**config.mk**
```make
export PLATFORM = sky130hd
export DESIGN_NAME = frame_restart_ctl
export DESIGN_NICKNAME = d
export VERILOG_FILES = /design/src/rtl/frc_pkg.sv /design/src/rtl/frc_phase_gen.sv /design/src/rtl/frc_write_hold.sv /design/src/rtl/frc_counter.sv /design/src/rtl/frame_restart_ctl.sv
export SDC_FILE = /design/constraint.sdc
export NUM_CORES = 1
export LEC_CHECK = 0
export CELL_PAD_IN_SITES_DETAIL_PLACEMENT = 0
export CELL_PAD_IN_SITES_GLOBAL_PLACEMENT = 2
export CORE_MARGIN = 3
export CORE_UTILIZATION = 26
export CTS_CLUSTER_DIAMETER = 50
export DETAILED_ROUTE_END_ITERATION = 6
export PLACE_DENSITY = 0.74
export SYNTH_ARGS = -nofsm -noshare
export SYNTH_HDL_FRONTEND = slang
export SYNTH_SLANG_ARGS = --single-unit
```
**constraint.sdc**
```tcl
create_clock -name clk -period 2.04 [get_ports clk]
set_clock_uncertainty 0.2 [all_clocks]
set_input_delay 0.306 -clock clk [delete_from_list [all_inputs] [get_ports clk]]
set_output_delay 0.306 -clock clk [all_outputs]
set_load 0.02 [all_outputs]
```
**src/rtl/frc_pkg.sv**
```systemverilog
package frc_pkg;
  typedef enum logic {
    PH_READ  = 1'b0,
    PH_WRITE = 1'b1
  } frc_phase_e;

  localparam int MODE_W   = 2;
  localparam int DATA_W   = 8;
  localparam int MODE_MSB = 7;
endpackage

```
**src/rtl/frc_phase_gen.sv**
```systemverilog
module frc_phase_gen
  import frc_pkg::*;
(
  input  logic       clk,
  input  logic       rst_n,
  output frc_phase_e phase_q,
  output logic       next_is_write
);
  always_ff @(posedge clk or negedge rst_n) begin
    if (!rst_n) phase_q <= PH_READ;
    else        phase_q <= (phase_q == PH_READ) ? PH_WRITE : PH_READ;
  end

  assign next_is_write = (phase_q == PH_READ);
endmodule

```
**src/rtl/frc_write_hold.sv**
```systemverilog
module frc_write_hold
  import frc_pkg::*;
(
  input  logic              clk,
  input  logic              rst_n,
  input  logic              wr_en,
  input  logic [DATA_W-1:0] wr_data,
  input  logic              next_is_write,
  output logic              fire,
  output logic [MODE_W-1:0] fire_mode
);
  logic              pend_q;
  logic [MODE_W-1:0] held_q;
  logic [MODE_W-1:0] wr_mode;

  for (genvar i = 0; i < MODE_W; i++) begin : g_mode
    assign wr_mode[i] = wr_data[MODE_MSB - (MODE_W - 1) + i];
  end

  assign fire      = next_is_write && (pend_q || wr_en);
  assign fire_mode = wr_en ? wr_mode : held_q;

  always_ff @(posedge clk or negedge rst_n) begin
    if (!rst_n) begin
      pend_q <= 1'b0;
      held_q <= '0;
    end else begin
      pend_q <= next_is_write ? 1'b0 : (pend_q || wr_en);
      if (wr_en) held_q <= wr_mode;
    end
  end
endmodule

```
**src/rtl/frc_counter.sv**
```systemverilog
module frc_counter
  import frc_pkg::*;
#(
  parameter int CNT_W = 8
) (
  input  logic              clk,
  input  logic              rst_n,
  input  logic              next_is_write,
  input  logic              fire,
  input  logic [MODE_W-1:0] fire_mode,
  output logic              restart_q,
  output logic              count_q,
  output logic [MODE_W-1:0] mode_q,
  output logic [CNT_W-1:0]  cnt_q
);
  logic do_count;

  assign do_count = next_is_write && !fire;

  always_ff @(posedge clk or negedge rst_n) begin
    if (!rst_n) begin
      restart_q <= 1'b0;
      count_q   <= 1'b0;
      mode_q    <= '0;
      cnt_q     <= '0;
    end else begin
      restart_q <= fire;
      count_q   <= do_count;
      if (fire) begin
        mode_q <= fire_mode;
        cnt_q  <= '0;
      end else if (do_count) begin
        cnt_q  <= cnt_q + 1'b1;
      end
    end
  end
endmodule

```
**src/rtl/frame_restart_ctl.sv**
```systemverilog
module frame_restart_ctl
  import frc_pkg::*;
#(
  parameter int CNT_W = 8
) (
  input  logic             clk,
  input  logic             rst_n,
  input  logic             wr_en,
  input  logic [7:0]       wr_data,
  output logic             phase_o,
  output logic             restart_o,
  output logic             count_o,
  output logic [1:0]       mode_o,
  output logic [CNT_W-1:0] cnt_o
);
  frc_phase_e        phase_q;
  logic              next_is_write;
  logic              fire;
  logic [MODE_W-1:0] fire_mode;

  frc_phase_gen u_phase (
    .clk           (clk),
    .rst_n         (rst_n),
    .phase_q       (phase_q),
    .next_is_write (next_is_write)
  );

  frc_write_hold u_hold (
    .clk           (clk),
    .rst_n         (rst_n),
    .wr_en         (wr_en),
    .wr_data       (wr_data),
    .next_is_write (next_is_write),
    .fire          (fire),
    .fire_mode     (fire_mode)
  );

  frc_counter #(.CNT_W(CNT_W)) u_cnt (
    .clk           (clk),
    .rst_n         (rst_n),
    .next_is_write (next_is_write),
    .fire          (fire),
    .fire_mode     (fire_mode),
    .restart_q     (restart_o),
    .count_q       (count_o),
    .mode_q        (mode_o),
    .cnt_q         (cnt_o)
  );

  assign phase_o = (phase_q == PH_WRITE);
endmodule

```
## Word-level counts from Yosys, hierarchy flattened

Cells that the tools add are included.

| operators by class | value |
|---|---|
| add/subtract/negate cells | 1 |
| reduce and logical (&&, ||, !) cells | 5 |
| multiplexer cells | 5 |
| bitwise operators | 1 |

Operators by type and width:

| operator | count |
|---|---|
| 8-bit two-way mux | 2 |
| 8-bit by 1-bit adder with 8-bit output (second input constant) | 1 |
| 1-bit logical AND | 2 |
| 1-bit two-way mux | 2 |
| 2-bit two-way mux | 1 |
| 2-bit nonzero test | 1 |
| 1-bit zero test | 1 |
| 1-bit logical OR | 1 |
| 1-bit inverter | 1 |

| storage, ports and cells | value |
|---|---|
| word-level logic and storage cells | 19 |
| output and inout bits | 13 |
| flip-flop bits (word level) | 16 |
| input port bits | 11 |

## Longest topological paths before layout

| logic depth | value |
|---|---|
| depth in word-level cells | 6 |
| depth in mapped cells | 4 |
| gate-level depth less buffers | 4 |

## Hierarchy

Synthesis repeated with hierarchy kept, for this count alone.

| unflattened totals | value |
|---|---|
| cell total of the unflattened synthesis | 53 |
| area total of the unflattened synthesis | 655.6 sq um |

Modules (own cells, without submodules):

| module | times used | area each (sq um) | seq. area each (sq um) | cells an instance |
|---|---|---|---|---|
| frc_counter | 1 | 511.7 | 300.3 | 44 |
| frc_write_hold | 1 | 115.1 | 75.1 | 7 |
| frc_phase_gen | 1 | 28.8 | 25.0 | 2 |

## Worst setup path before layout

Ideal clock, no wire load.

| timing | value |
|---|---|
| kind | flip-flop to flip-flop |
| start | register u_phase.phase_q |
| end | register u_cnt.cnt_q[7] |
| cell stages (with the launch flop) | 5 |
| required time | 1.774 ns |
| setup time | 0.066 ns |
| arrival time | 1.352 ns |
| buffers on the path | 0 |
| path slack | 0.422 ns |
| clock period less this slack | 1.618 ns |
| cell sequence | dfrtp_1 -> o21bai_4 -> inv_4 -> or4_1 -> nand2_1 |

| between the ends | value |
|---|---|
| longest elaborated chain between the ends | 5 |
| elaborated cells between the ends (all ways) | 6 |

Ends and longest elaborated chain:

| element | line | text |
|---|---|---|
| start: declaration | frc_phase_gen.sv:6 | `output frc_phase_e phase_q,` |
| start signal: assignment | frc_phase_gen.sv:11 | `else phase_q <= (phase_q == PH_READ) ? PH_WRITE : PH_READ;` |
| 1-bit inverter (*) | frc_phase_gen.sv:14 | `assign next_is_write = (phase_q == PH_READ);` |
| 1-bit logical AND (*) | frc_write_hold.sv:20 | `assign fire = next_is_write && (pend_q \|\| wr_en);` |
| named net fire | frame_restart_ctl.sv:18 | `logic fire;` |
| 1-bit zero test | frc_counter.sv:18 | `assign do_count = next_is_write && !fire;` |
| 1-bit logical AND | frc_counter.sv:18 |  |
| 2-bit nonzero test (no line) | -- |  |
| end signal: assignment | frc_counter.sv:33 | `cnt_q <= cnt_q + 1'b1;` |
| end: declaration | frc_counter.sv:14 | `output logic [CNT_W-1:0] cnt_q` |

Mark *: on every way through the listed nets, which the timed path passes. The rest lies on a longest branch.
A chain may end at the register's enable or synchronous reset.

## Final worst setup path

| timing | value |
|---|---|
| start | register u_phase.phase_q |
| end | output port phase_o |

RTL lines:

| element | line | text |
|---|---|---|
| end: declaration | frame_restart_ctl.sv:10 | `output logic phase_o,` |

No word-level cell between the ends.

==> run metrics <==
post-cts resize count=0; Setup crit end kind=output port; HP Class=in -> async; die height=56.3 um; internal reg-to-reg setup slack=0.45 ns; prevailing post-synth register cell=dfrtp_1; Final min period=1.95 ns; DRT Pass-1 Iters=4; filler instances=234; final hold violation count=0; global-route wire length before repair=2.38 mm; GPL Wtd Cong=0.648; combinational share of power=0.100; hold_ws=0.126 ns; CP top delay family=buffers and inverters; clock root cell=clkbuf_4; Setup TNS=0 ns; routed len/inst=12.5 um; Yosys reg bits=16; clk_lat worst skew=0.28 ns; post-CTS setup buffer count=0; Syn Std Cell Area=658 um^2; outcome=completed; # port buffers=17; Slew headroom=0.788; crit path DAT=1.45 ns; worst-path fanout max=10; register area share after synthesis=0.608; synthesis-to-layout area growth=40.1%; Ports=24; VDD IR-drop max=0.000363 V; clock power share=0.340; H-tree depth=1; CTS Buf Count=3; CP cell instances=clkdlybuf4s50_1; initial antenna violation count=0; Yosys cell types=21; share of cells above drive strength 1=0.150; multi-input logic area=248 um^2; FF-to-FF End=u_cnt.cnt_q[7]; fin crit share=0.958; placed cells=104; Finished Layout Cells=108; fin. max-slew vios=0; drt total wl=1.35 mm; die area=3170 um^2; number of synthesized flops with an enable pin=0; Mapped Nets=68; CP bufs+invs=1; diode count=0; count of nets after finishing=93; Finished Cell Area=922 um^2; yosys warns=0; Vias=516; sequential power share=0.559; vias in the first global route=501; Area after DPL=886 um^2; Core Box Area=2300 um^2; largest net degree at the start of global routing=17; CP max stage cell=clkdlybuf4s50_1; Clock Tree Buf Depth=2; FMAX=512 MHz; Vias per Instance=4.78; final count of negative-setup-slack endpoints=0; row cnt=17; CP max stage delay=0.66 ns; cells after synthesis=56; Reg2Reg Depth=4; Post-CTS Hold Fix Bufs=0; post-detail-place hpwl=1.01 mm; Clk pin slew, worst setup/hold paths=0.10 ns; most frequent cells in the layout=clkdlybuf4s50_1, dfrtp_1, nand2_1, nor2_1; kind of critical path=reg -> out; # DRC=0; reg2reg start=u_phase.phase_q; fin util=0.401; ANT nets after route=0; register area=400 um^2; Worst Tran Pin Value=0.316 ns; GR Overflow Total=0; die extent in x=56.3 um; CTS tree=built; CTS Sinks=16; Avg Inst Size Synth=11.8 um^2; PwrDens=653 nW/um^2; commonest non-fill, non-tap cell in the layout=clkdlybuf4s50_1; RSZ-0062 raised after global routing=false; total of max-cap violations=0; Power Internal=0.469 mW; sw power=0.133 mW; Sw Share=0.221; drt initial violations=5; Initial Utilization=0.286; Worst EP required=1.53 ns; Worst setup SP type=flop; Async SR Flop Fraction=1.00; P_leak=0.410 nW; All-Layer GR Usage=0.0962
## synthesized netlist by cell type, types with 2 or more instances
library cell  instances  area (um^2)
or3_1                 3         18.8
nand4b_1              2         17.5
mux2_2                3         33.8
nand2_1               8         30.0
xor2_1                2         17.5
dfrtp_1              16          400
a21oi_1               3         15.0
nor2_1                4         15.0
o21ai_0               3         15.0
## stage by stage
step                      setup slack, ns  power (mW)
after CTS                          0.0732       0.613
after floorplan                     0.422       0.365
after global routing              0.00175       0.633
after global placement              0.168       0.404
after detailed placement            0.161       0.405
final                              0.0853       0.602
## power by group through the flow
| stage | Clock (mW) | Sequential [mW] | Combinational (mW) |
|---|---|---|---|
| after floorplan | 0 | 0.353 | 0.0120 |
| after global placement | 0 | 0.343 | 0.0613 |
| after detailed placement | 0 | 0.344 | 0.0615 |
| after CTS | 0.214 | 0.337 | 0.0620 |
| after global routing | 0.228 | 0.339 | 0.0657 |
| final | 0.205 | 0.337 | 0.0605 |
## flip-flops by register name, summed over array words and instances, names as in the netlist
signal / count
u_phase.phase_q: 1
u_hold.held_q: 2
u_hold.pend_q: 1
u_cnt.count_q: 1
u_cnt.restart_q: 1
u_cnt.mode_q: 2
u_cnt.cnt_q: 8
## layout make-up
cell class              count  share of cell area
well taps                  28              0.0380
inverters                   2              0.0109
flip-flops and latches     16               0.434
repair buffers             20               0.209
clock buffers               4              0.0393
multi-input cells          38               0.269
## kinds of logic after synthesis
| family | synth area share |
|---|---|
| flops | 0.608 |
| compound gates | 0.0989 |
| xor+xnor | 0.0266 |
| simple gates | 0.181 |
| mux | 0.0513 |
| buf+inv | 0.0152 |
| fa+ha+maj | 0.0190 |
## metal layers
layer,vias to the layer above,global-route usage,share of wire
li1,251,-,-
met1,253,0.121,0.46
met2,10,0.149,0.48
met3,2,0.0414,0.045
met4,0,0.0305,0.012
met5,-,0,0
## worst max-delay path by stage
stage / start / endpoint / slack (ns) / cells past startpoint
6_report: u_phase.phase_q / phase_o / 0.09 / 1
2_1_floorplan: u_phase.phase_q / u_cnt.cnt_q[7] / 0.42 / 4
5_1_grt: u_phase.phase_q / phase_o / 0.002 / 1
3_3_place_gp: wr_en / u_cnt.cnt_q[7] / 0.17 / 5
3_5_place_dp: wr_en / u_cnt.cnt_q[7] / 0.16 / 5
4_1_cts: u_phase.phase_q / phase_o / 0.07 / 1
(Power assumes the default switching activity.)
